## config.mk

```make
export PLATFORM = sky130hd
export DESIGN_NAME = video_raster_timer
export DESIGN_NICKNAME = d
export VERILOG_FILES = /design/src/rtl/raster_pkg.sv /design/src/rtl/raster_geom.sv /design/src/rtl/raster_hdecode.sv /design/src/rtl/video_raster_timer.sv
export SDC_FILE = /design/constraint.sdc
export NUM_CORES = 1
export LEC_CHECK = 0
export BUFFER_PORTS_ARGS = -buffer_cell sky130_fd_sc_hd__buf_4
export CAP_MARGIN = 20
export CORE_UTILIZATION = 50
export DETAILED_ROUTE_END_ITERATION = 8
export HOLD_SLACK_MARGIN = 0.06
export PLACE_DENSITY = 0.81
export SLEW_MARGIN = 5
export SYNTH_ARGS = -nofsm -noshare
export SYNTH_HDL_FRONTEND = slang
export SYNTH_SLANG_ARGS = --single-unit
```

## constraint.sdc

```tcl
create_clock -name clk -period 6.2 [get_ports clk]
set_input_delay 1.86 -clock clk [delete_from_list [all_inputs] [get_ports clk]]
set_output_delay 1.86 -clock clk [all_outputs]
set_load 0.1 [all_outputs]
```

## src/rtl/raster_pkg.sv

```systemverilog
package raster_pkg;
    typedef enum logic [2:0] {
        RG_BORDER = 3'd0,
        RG_BLANK  = 3'd1,
        RG_SYNC   = 3'd2,
        RG_BURST  = 3'd3,
        RG_PIXEL  = 3'd4
    } region_t;
endpackage

```

## src/rtl/raster_geom.sv

```systemverilog
module raster_geom #(
    parameter int NTSC_LINES = 262,
    parameter int PAL_LINES  = 313,
    parameter int NTSC_VS    = 227,
    parameter int PAL_VS     = 253,
    parameter int ACT_BASE   = 192,
    parameter int ACT_MID    = 224,
    parameter int ACT_TALL   = 240,
    parameter int ROW_W      = 9
) (
    input  logic             pal,
    input  logic             ext,
    input  logic [2:0]       mode_bits,
    output logic [ROW_W-1:0] total,
    output logic [ROW_W-1:0] active,
    output logic [ROW_W-1:0] vs_first
);
    logic [ROW_W:0] sum;

    always_comb begin
        total  = pal ? ROW_W'(PAL_LINES) : ROW_W'(NTSC_LINES);
        active = ROW_W'(ACT_BASE);
        if (ext) begin
            // mode 2 + mode 3 outranks mode 2 + mode 1
            if (mode_bits[1] && mode_bits[0]) active = ROW_W'(ACT_MID);
            if (mode_bits[1] && mode_bits[2]) active = ROW_W'(ACT_TALL);
        end
        sum = {1'b0, total} + {1'b0, active};
        if (ext) vs_first = sum[ROW_W:1];
        else     vs_first = pal ? ROW_W'(PAL_VS) : ROW_W'(NTSC_VS);
    end
endmodule

```

## src/rtl/raster_hdecode.sv

```systemverilog
module raster_hdecode
    import raster_pkg::*;
#(
    parameter int LINE_CYCLES = 342,
    parameter int COL_W       = 9,
    parameter int BORDER_R    = 15,
    parameter int BLANK_A     = 8,
    parameter int SYNC_LEN    = 26,
    parameter int BLANK_B     = 2,
    parameter int BURST_LEN   = 14,
    parameter int BLANK_C     = 8,
    parameter int PIX_START   = 86,
    parameter int TEXT_START  = 94,
    parameter int TEXT_END    = 334
) (
    input  logic [COL_W-1:0] col,
    input  logic             text,
    input  logic             show_pix,
    input  logic             vsync_line,
    output region_t          region
);
    localparam int SYNC_S  = BORDER_R + BLANK_A;
    localparam int SYNC_E  = SYNC_S + SYNC_LEN;
    localparam int BURST_S = SYNC_E + BLANK_B;
    localparam int BURST_E = BURST_S + BURST_LEN;
    localparam int BLANK_E = BURST_E + BLANK_C;

    logic [COL_W:0] pix_s, pix_e;
    logic [COL_W:0] c;

    always_comb begin
        c     = {1'b0, col};
        pix_s = text ? (COL_W+1)'(TEXT_START) : (COL_W+1)'(PIX_START);
        pix_e = text ? (COL_W+1)'(TEXT_END)   : (COL_W+1)'(LINE_CYCLES);
        if (vsync_line)                         region = RG_SYNC;
        else if (c < (COL_W+1)'(BORDER_R))      region = RG_BORDER;
        else if (c < (COL_W+1)'(SYNC_S))        region = RG_BLANK;
        else if (c < (COL_W+1)'(SYNC_E))        region = RG_SYNC;
        else if (c < (COL_W+1)'(BURST_S))       region = RG_BLANK;
        else if (c < (COL_W+1)'(BURST_E))       region = RG_BURST;
        else if (c < (COL_W+1)'(BLANK_E))       region = RG_BLANK;
        else if (c < pix_s)                     region = RG_BORDER;
        else if (c < pix_e && show_pix)         region = RG_PIXEL;
        else                                    region = RG_BORDER;
    end
endmodule

```

## src/rtl/video_raster_timer.sv

```systemverilog
module video_raster_timer
    import raster_pkg::*;
#(
    parameter int LINE_CYCLES = 342,
    parameter int NTSC_LINES  = 262,
    parameter int PAL_LINES   = 313,
    parameter int NTSC_VS     = 227,
    parameter int PAL_VS      = 253,
    parameter int VS_LINES    = 4,
    parameter int ACT_BASE    = 192,
    parameter int ACT_MID     = 224,
    parameter int ACT_TALL    = 240,
    parameter int LATCH_COL   = 61,
    parameter int IRQ_COL     = 30,
    localparam int MAX_LINES  = (PAL_LINES > NTSC_LINES) ? PAL_LINES : NTSC_LINES,
    localparam int COL_W      = $clog2(LINE_CYCLES),
    localparam int ROW_W      = $clog2(MAX_LINES)
) (
    input  logic             clk,
    input  logic             rst_n,
    input  logic             pal_sel,
    input  logic             ext_mode,
    input  logic [2:0]       mode_sel,
    input  logic             text_mode,
    input  logic             blank_disp,
    input  logic             irq_clr,
    output logic [COL_W-1:0] col_o,
    output logic [ROW_W-1:0] row_o,
    output logic             sync_o,
    output logic             blank_o,
    output logic             burst_o,
    output logic             border_o,
    output logic             pixel_o,
    output logic             vsync_o,
    output logic             refresh_o,
    output logic             frame_irq_o
);
    localparam logic [COL_W-1:0] LAST_COL = COL_W'(LINE_CYCLES - 1);

    typedef struct packed {
        logic [COL_W-1:0] col;
        logic [ROW_W-1:0] row;
        logic [ROW_W-1:0] total;
        logic [ROW_W-1:0] active;
        logic [ROW_W-1:0] vs_first;
        logic             text;
        logic             refresh;
        logic             irq;
    } tstate_t;

    tstate_t s_q, s_d;

    logic [ROW_W-1:0] g_total, g_active, g_vs;
    logic [ROW_W-1:0] nrow, last_row;
    logic             at_latch, line_end, irq_hit, vsync_line, show_pix;
    region_t          region;

    raster_geom #(
        .NTSC_LINES(NTSC_LINES), .PAL_LINES(PAL_LINES),
        .NTSC_VS(NTSC_VS), .PAL_VS(PAL_VS),
        .ACT_BASE(ACT_BASE), .ACT_MID(ACT_MID), .ACT_TALL(ACT_TALL),
        .ROW_W(ROW_W)
    ) u_geom (
        .pal(pal_sel), .ext(ext_mode), .mode_bits(mode_sel),
        .total(g_total), .active(g_active), .vs_first(g_vs)
    );

    raster_hdecode #(
        .LINE_CYCLES(LINE_CYCLES), .COL_W(COL_W)
    ) u_hdec (
        .col(s_q.col), .text(s_q.text), .show_pix(show_pix),
        .vsync_line(vsync_line), .region(region)
    );

    always_comb begin
        last_row   = s_q.total - ROW_W'(1);
        at_latch   = (s_q.row == '0) && (s_q.col == COL_W'(LATCH_COL));
        line_end   = (s_q.col == LAST_COL);
        nrow       = (s_q.row == last_row) ? '0 : s_q.row + ROW_W'(1);
        irq_hit    = ({1'b0, s_q.row} == ({1'b0, s_q.active} + (ROW_W+1)'(1)))
                     && (s_q.col == COL_W'(IRQ_COL));
        vsync_line = ({1'b0, s_q.row} >= {1'b0, s_q.vs_first})
                     && ({1'b0, s_q.row} < ({1'b0, s_q.vs_first} + (ROW_W+1)'(VS_LINES)));
        show_pix   = !s_q.refresh && (s_q.row < s_q.active);
    end

    always_comb begin
        s_d = s_q;
        if (at_latch) begin
            s_d.total    = g_total;
            s_d.active   = g_active;
            s_d.vs_first = g_vs;
        end
        if (line_end) begin
            s_d.col     = '0;
            s_d.row     = nrow;
            s_d.text    = text_mode;
            s_d.refresh = blank_disp || ((nrow >= s_q.active) && (nrow != last_row));
        end else begin
            s_d.col = s_q.col + COL_W'(1);
        end
        if (irq_hit)      s_d.irq = 1'b1;
        else if (irq_clr) s_d.irq = 1'b0;
    end

    always_ff @(posedge clk) begin
        if (!rst_n) begin
            s_q.col      <= '0;
            s_q.row      <= '0;
            s_q.total    <= ROW_W'(NTSC_LINES);
            s_q.active   <= ROW_W'(ACT_BASE);
            s_q.vs_first <= ROW_W'(NTSC_VS);
            s_q.text     <= 1'b0;
            s_q.refresh  <= 1'b0;
            s_q.irq      <= 1'b0;
        end else begin
            s_q <= s_d;
        end
    end

    assign col_o       = s_q.col;
    assign row_o       = s_q.row;
    assign sync_o      = (region == RG_SYNC);
    assign blank_o     = (region == RG_BLANK);
    assign burst_o     = (region == RG_BURST);
    assign border_o    = (region == RG_BORDER);
    assign pixel_o     = (region == RG_PIXEL);
    assign vsync_o     = vsync_line;
    assign refresh_o   = s_q.refresh;
    assign frame_irq_o = s_q.irq;

    // column wraps after the last cycle of a line
    a_r1_col_wrap: assert property (@(posedge clk) disable iff (!rst_n)
        (s_q.col == LAST_COL) |=> (s_q.col == '0));
    // column steps by one elsewhere
    a_r1_col_step: assert property (@(posedge clk) disable iff (!rst_n)
        (s_q.col != LAST_COL) |=> (s_q.col == $past(s_q.col) + COL_W'(1)));
    // row stays inside the latched frame length
    a_r6_row_bound: assert property (@(posedge clk) disable iff (!rst_n)
        s_q.row < s_q.total);
    // geometry moves only at the latch point
    a_r9_geom_hold: assert property (@(posedge clk) disable iff (!rst_n)
        !at_latch |=> ($stable(s_q.active) && $stable(s_q.total) && $stable(s_q.vs_first)));
    // the flag holds until cleared
    a_r10_irq_hold: assert property (@(posedge clk) disable iff (!rst_n)
        (s_q.irq && !irq_clr) |=> s_q.irq);
    // a vertical-sync row drives sync all line long
    a_r5_vsync_sync: assert property (@(posedge clk) disable iff (!rst_n)
        vsync_o |-> sync_o);
    // pixels only on rows inside the active count
    a_r4_pix_rows: assert property (@(posedge clk) disable iff (!rst_n)
        pixel_o |-> (!refresh_o && (s_q.row < s_q.active)));
endmodule

```

# ---- Word level (Yosys, flattened, before mapping)
# Cells that the tools add are included.
dict set report word_totals {
  ff_bits 48
  output_inout_bits 26
  word_cells 71
}
dict set report classes {
  addsub 6
  order_cmp 12
  n_eq_ne 10
  n_mux 20
  n_bitwise 1
  n_reduce_logical 14
}
# operator n
set op_table {}
lappend op_table {{$lt 9x10->1} 3}
lappend op_table {{$mux 3} 9}
lappend op_table {{$mux 9} 3}
lappend op_table {{$add 9x1->9 const B} 2}
lappend op_table {{$ge 9x9->1} 2}
lappend op_table {{$lt 9x6->1 const B} 2}
lappend op_table {{$lt 9x7->1 const B} 2}
lappend op_table {{$mux 6} 3}
lappend op_table {{$add 9x1->10 const B} 1}
lappend op_table {{$add 9x3->10 const B} 1}
lappend op_table {{$add 9x9->10} 1}
lappend op_table {{$eq 9x10->1} 1}
lappend op_table {{$mux 5} 2}
lappend op_table {{$eq 9x5->1 const B} 1}
lappend op_table {{$eq 9x6->1 const B} 1}
lappend op_table {{$eq 9x9->1} 1}
lappend op_table {{$eq 9x9->1 const B} 1}
lappend op_table {{$logic_not 9->1} 1}
lappend op_table {{$lt 9x4->1 const B} 1}
lappend op_table {{$lt 9x5->1 const B} 1}
lappend op_table {{$lt 9x9->1} 1}
lappend op_table {{$ne 9x9->1} 1}
lappend op_table {{$sub 9x1->9 const B} 1}
lappend op_table {{$logic_and 1x1->1} 8}
lappend op_table {{11 further kinds} 13}

# ---- Depth between registers and ports, before layout
dict set report depth {
  depth_word 13
  mapped_depth 13
}

# ---- Hierarchy
# A second synthesis with hierarchy kept.
dict set report unflattened {
  cells_unflattened 549
  area_unflattened_um2 4339.2
}
# mod instances cells_each area_per_inst_um2 seq_area_each_um2
set modules_own_cells {}
lappend modules_own_cells {video_raster_timer 1 484 3843.7 960.9}
lappend modules_own_cells {raster_hdecode 1 34 257.7 0.0}
lappend modules_own_cells {raster_geom 1 31 237.7 0.0}

# ---- Worst setup path after synthesis
# OpenSTA, ideal clock, no wires.
dict set report synth_timing {
  path_type {register to output}
  startpoint {reg s_q (netlist bit row_o[4])}
  endpoint {out blank_o}
  t_arrival_ps 4210
  t_required_ps 4340
  path_slack_ps 130
  path_stages_with_launch 8
  path_cell_list {dfxtp_1 > ha_1 > a21o_1 > a2111oi_0 > o21ai_0 > a31oi_1 > nor2_1 > nor3_1}
}
# item line_no
set synth_rtl {}
lappend synth_rtl {{start: declaration} video_raster_timer.sv:51} ;# tstate_t s_q, s_d;
lappend synth_rtl {{$lt 9x10->1 / $ge 9x9->1 (equally long branches)} {video_raster_timer.sv:83, video_raster_timer.sv:82}}
lappend synth_rtl {{$logic_and 1x1->1 (*)} video_raster_timer.sv:83} ;# && ({1'b0, s_q.row} < ({1'b0, s_q.vs_first} + (ROW_W+1)'(VS_LINES)));
lappend synth_rtl {{named net vsync_o} video_raster_timer.sv:34} ;# output logic vsync_o,
lappend synth_rtl {{$mux 3 (*)} raster_hdecode.sv:35} ;# if (vsync_line) region = RG_SYNC;
lappend synth_rtl {{$eq 3x1->1 (*)} video_raster_timer.sv:124} ;# assign blank_o = (region == RG_BLANK);
lappend synth_rtl {{end: declaration} video_raster_timer.sv:30} ;# output logic blank_o,
# Mark *: on every way through the listed nets, which the timed path passes. The rest lies on a longest branch.

# ---- Worst setup path in the final report
dict set report layout_timing {
  startpoint {reg s_q[5] (netlist bit)}
  endpoint {out sync_o}
}
dict set report layout_between {
  elab_chain_cells 5
}
# item line_no
set layout_rtl {}
lappend layout_rtl {{$add 9x3->10} video_raster_timer.sv:83}
lappend layout_rtl {{$lt 9x10->1} video_raster_timer.sv:83}
lappend layout_rtl {{$logic_and 1x1->1 (*)} video_raster_timer.sv:83}
lappend layout_rtl {{$mux 3 (*)} raster_hdecode.sv:35}
lappend layout_rtl {{$eq 3x2->1 (*)} video_raster_timer.sv:123} ;# assign sync_o = (region == RG_SYNC);
lappend layout_rtl {{end: declaration} video_raster_timer.sv:29} ;# output logic sync_o,
# Mark *: on every way between the ends. The rest lies on a longest branch, timed or not.

==> results by group <==
Synth
  – Area share of the largest cell type after synthesis: 0.218
  – Cell variety after synth: slightly above 60
  – Ys async rst share: 0
  – Number of synthesized flops with an enable pin: 0
  – Synth top area cells: dfxtp_1 (22%), ha_1 (15%), buf_4 (5.3%)
  – Sequential-to-total area share from yosys stat: 0.218
  – Top_reg_cell synth: dfxtp_1
  – Synth Register Bits: 31
  – Largest area contributor in the netlist: dfxtp_1
  – Mapped Cells: approximately 360
  – Avg Cell Area, Syn: around 7.9 µm²
  – Yosys warnings: 0
  – Post-synth design cell area: 0.00284 mm²
  – Syn_nets: 406

Global routing
  – Largest net degree at the start of global routing: 24
  – Global-route wire length before repair: roughly 11 mm
  – Global-route usage over all layers: 0.235
  – Vias in the first global route: 2,355
  – Initial antenna violation count: 0
  – Global route overflow: 0

Run
  – Max Cap Viol: 0

Timing
  – Slew HR: 0.580
  – Final min period: ~4800 ps
  – Crit share post-route: 0.777
  – Fin worst setup slack: approximately 1400 ps
  – Final Hold Vio Count: 0
  – Slew Viols, Final: 0
  – Fin Setup TNS: 0 ps
  – Final Skew: 6.25 ps
  – Setup-failing EPs final: 0
  – Fmax achieved: 0.208 GHz
  – Worst Max-Slew Pin Slew: between 600 and 700 ps
  – Unrepaired setup endpoints after global routing: false

Clock tree
  – Worst-Skew Late Latency: between 200 and 300 ps
  – CTS hold repair buffers: 0
  – Worst-case clock buffer depth: 2
  – TritonCTS clock tree: yes
  – Clock transition at path regs: about 70 ps
  – Post-cts resize count: 0
  – CTS root buf: clkbuf_8
  – Num CTS Buffers: 5
  – Postcts setup bufs: 0
  – Clock net sink count: 31
  – H-tree levels: 2

Placement
  – PortBufs: 35
  – Hpwl dp: 5.04 mm
  – Placed insts: ~430
  – Global placer's final weighted congestion: 0.950
  – Post-Place Setup Slack: roughly 1700 ps

Setup path
  – Worst Path Required: between 4000 and 5000 ps
  – Setup crit end kind: primary output
  – R2R Path End: refresh_o
  – Startpoint Class: flop
  – Crit Path Category: reg -> out
  – Reg2reg setup slack: around 3000 ps
  – Worst r2r path cells: 13
  – CP Data Arrival Time: between 2000 and 3000 ps
  – Critical R2R Launch: s_q[5]
  – Worst Path Max Fanout: 7

Floorplanning
  – Core area: between 0.005 and 0.006 mm²
  – Io pins: 36
  – Starting Density: 0.516
  – Die Span Y: around 77 µm
  – Standard-cell row count: 27
  – Die Wd: between 70 and 80 µm
  – Die area: between 0.005 and 0.006 mm²

Hold path
  – Hold Crit Endpoint: frame_irq_o
  – Hold Path Class: reg -> reg
  – Worst hold stages: 2
  – Hold path startpoint: frame_irq_o

Power
  – Seq pwr share: 0.507
  – Comb pwr share: 0.087
  – Peak supply drop: between 0.07 and 0.08 mV
  – Clk pwr share: 0.405
  – Int Pwr: 0.291 mW
  – Pwr Density: approximately 130 mW/mm²
  – Static Leak: roughly 1.3 nW
  – Net Sw Frac: 0.282
  – Net Switching: roughly 0.11 mW
  – Tot Pwr: about 0.40 mW

Finish
  – Share of layout cells above drive strength 1: 0.157
  – # fillers: about 530
  – Inserted Diodes: 0
  – Area added between synthesis and finish: 7.79%
  – Nets: just over 400
  – Final cell count without fillers: about 440

Status
  – Outcome: finished, final reports clean

Detailed routing
  – Vias after detailed routing: 2,541
  – Routed Antenna Nets: 0
  – Total wire length: about 6.7 mm
  – Initial drt markers: around 140
  – Vias/cell: 5.75
  – Pre-antenna DRT Iters: 5
  – Per-cell routed wire length: 15.2 µm
  – Residual DRC: 0
[critical path, cell delays in order (launching register included)]
cell	delay [ps]
dfxtp_1	450
ha_1	280
inv_1	60
ha_1	230
a2111oi_0	400
a21oi_1	130
o32a_1	290
nor2_1	380
a31o_2	180
buf_4	280
[layer usage]
metal / vias up / track usage / wire, µm
li1: 1271 / - / -
met1: 1158 / 0.316 / 3050
met2: 94 / 0.365 / 2940
met3: 18 / 0.0400 / 526
met4: 0 / 0.108 / 203
met5: - / 0 / 0
[final cells by class]
type                            count  area, µm²  share of cell area
Sequential cell                    31        621               0.202
Clock buffer                        5       68.8              0.0224
Timing Repair Buffer               35        263              0.0857
Tap cell                           72       90.1              0.0294
Clock inverter                      3       20.0             0.00653
Multi-Input combinational cell    274       1920               0.627
Inverter                           22       82.6              0.0269
[state kept, by name, indices dropped and copies added, names as in the netlist]
register,cells
frame_irq_o,1
row_o,9
refresh_o,1
s_q,11
col_o,9
[cells in the final DEF (no fill, tap or decap), drive strengths merged, types with 3 or more instances in the layout]
| master | instances |
|---|---|
| a2111oi | 3 |
| a31oi | 4 |
| dfxtp | 31 |
| a21boi | 10 |
| nor3 | 10 |
| nand3 | 14 |
| o31a | 3 |
| nand2b | 3 |
| or2 | 3 |
| and2 | 4 |
| nor4 | 4 |
| nor2b | 11 |
| nand4 | 5 |
| inv | 22 |
| buf | 35 |
| nand2 | 40 |
| a211oi | 3 |
| xor2 | 10 |
| xnor2 | 11 |
| a21oi | 6 |
| nor2 | 30 |
| o211ai | 7 |
| clkbuf | 5 |
| o21a | 4 |
| ha | 33 |
| o2111ai | 4 |
| o21ai | 19 |
[cell families (layout without fill, tap and decap cells)]
logic type / Yosys count / count (layout) / synth area share
adder cells (fa/ha/maj): 34 / 34 / 0.152
flip-flops: 31 / 31 / 0.218
XOR/XNOR: 21 / 21 / 0.0647
multiplexers: 3 / 3 / 0.0110
buffers and inverters: 57 / 65 / 0.106
AO/OA/AOI/OAI: 77 / 77 / 0.192
AND/OR/NAND/NOR: 139 / 139 / 0.256
[Yosys cell counts (9+ instances only)]
master,number
xor2_1,10
nor3_1,10
nor2b_1,11
nand2_1,40
dfxtp_1,31
clkbuf_1,9
buf_4,20
inv_1,22
ha_1,33
nor2_1,29
o21ai_0,19
nand3_1,13
xnor2_1,11
[power by group through the flow]
stage	Combinational [mW]	Clock, mW	Sequential [mW]
floorplan	0.0287	0	0.208
global placement	0.0351	0	0.210
detailed placement	0.0355	0	0.210
CTS	0.0357	0.165	0.205
global route	0.0383	0.176	0.206
finish	0.0354	0.164	0.205
[how the worst max path moves through the flow]
stage                     startpoint       to  slack [ps]
after global placement        s_q[5]   sync_o        1810
after global routing          s_q[5]   sync_o        1240
after detailed placement      s_q[5]   sync_o        1710
after floorplan             row_o[4]  blank_o         130
after CTS                     s_q[5]   sync_o        1400
final                         s_q[5]   sync_o        1380
[through the flow]
step | area [µm²] | util | hold WS (ps)
final | 3070 | 0.557 | 484
after global routing | 3070 | 0.557 | 506
after global placement | 2980 | 0.541 | 477
after detailed placement | 2980 | 0.541 | 476
after floorplan | 2840 | - | 444
after CTS | 3070 | 0.557 | 493
No activity file was read; power rests on OpenSTA's default activity.
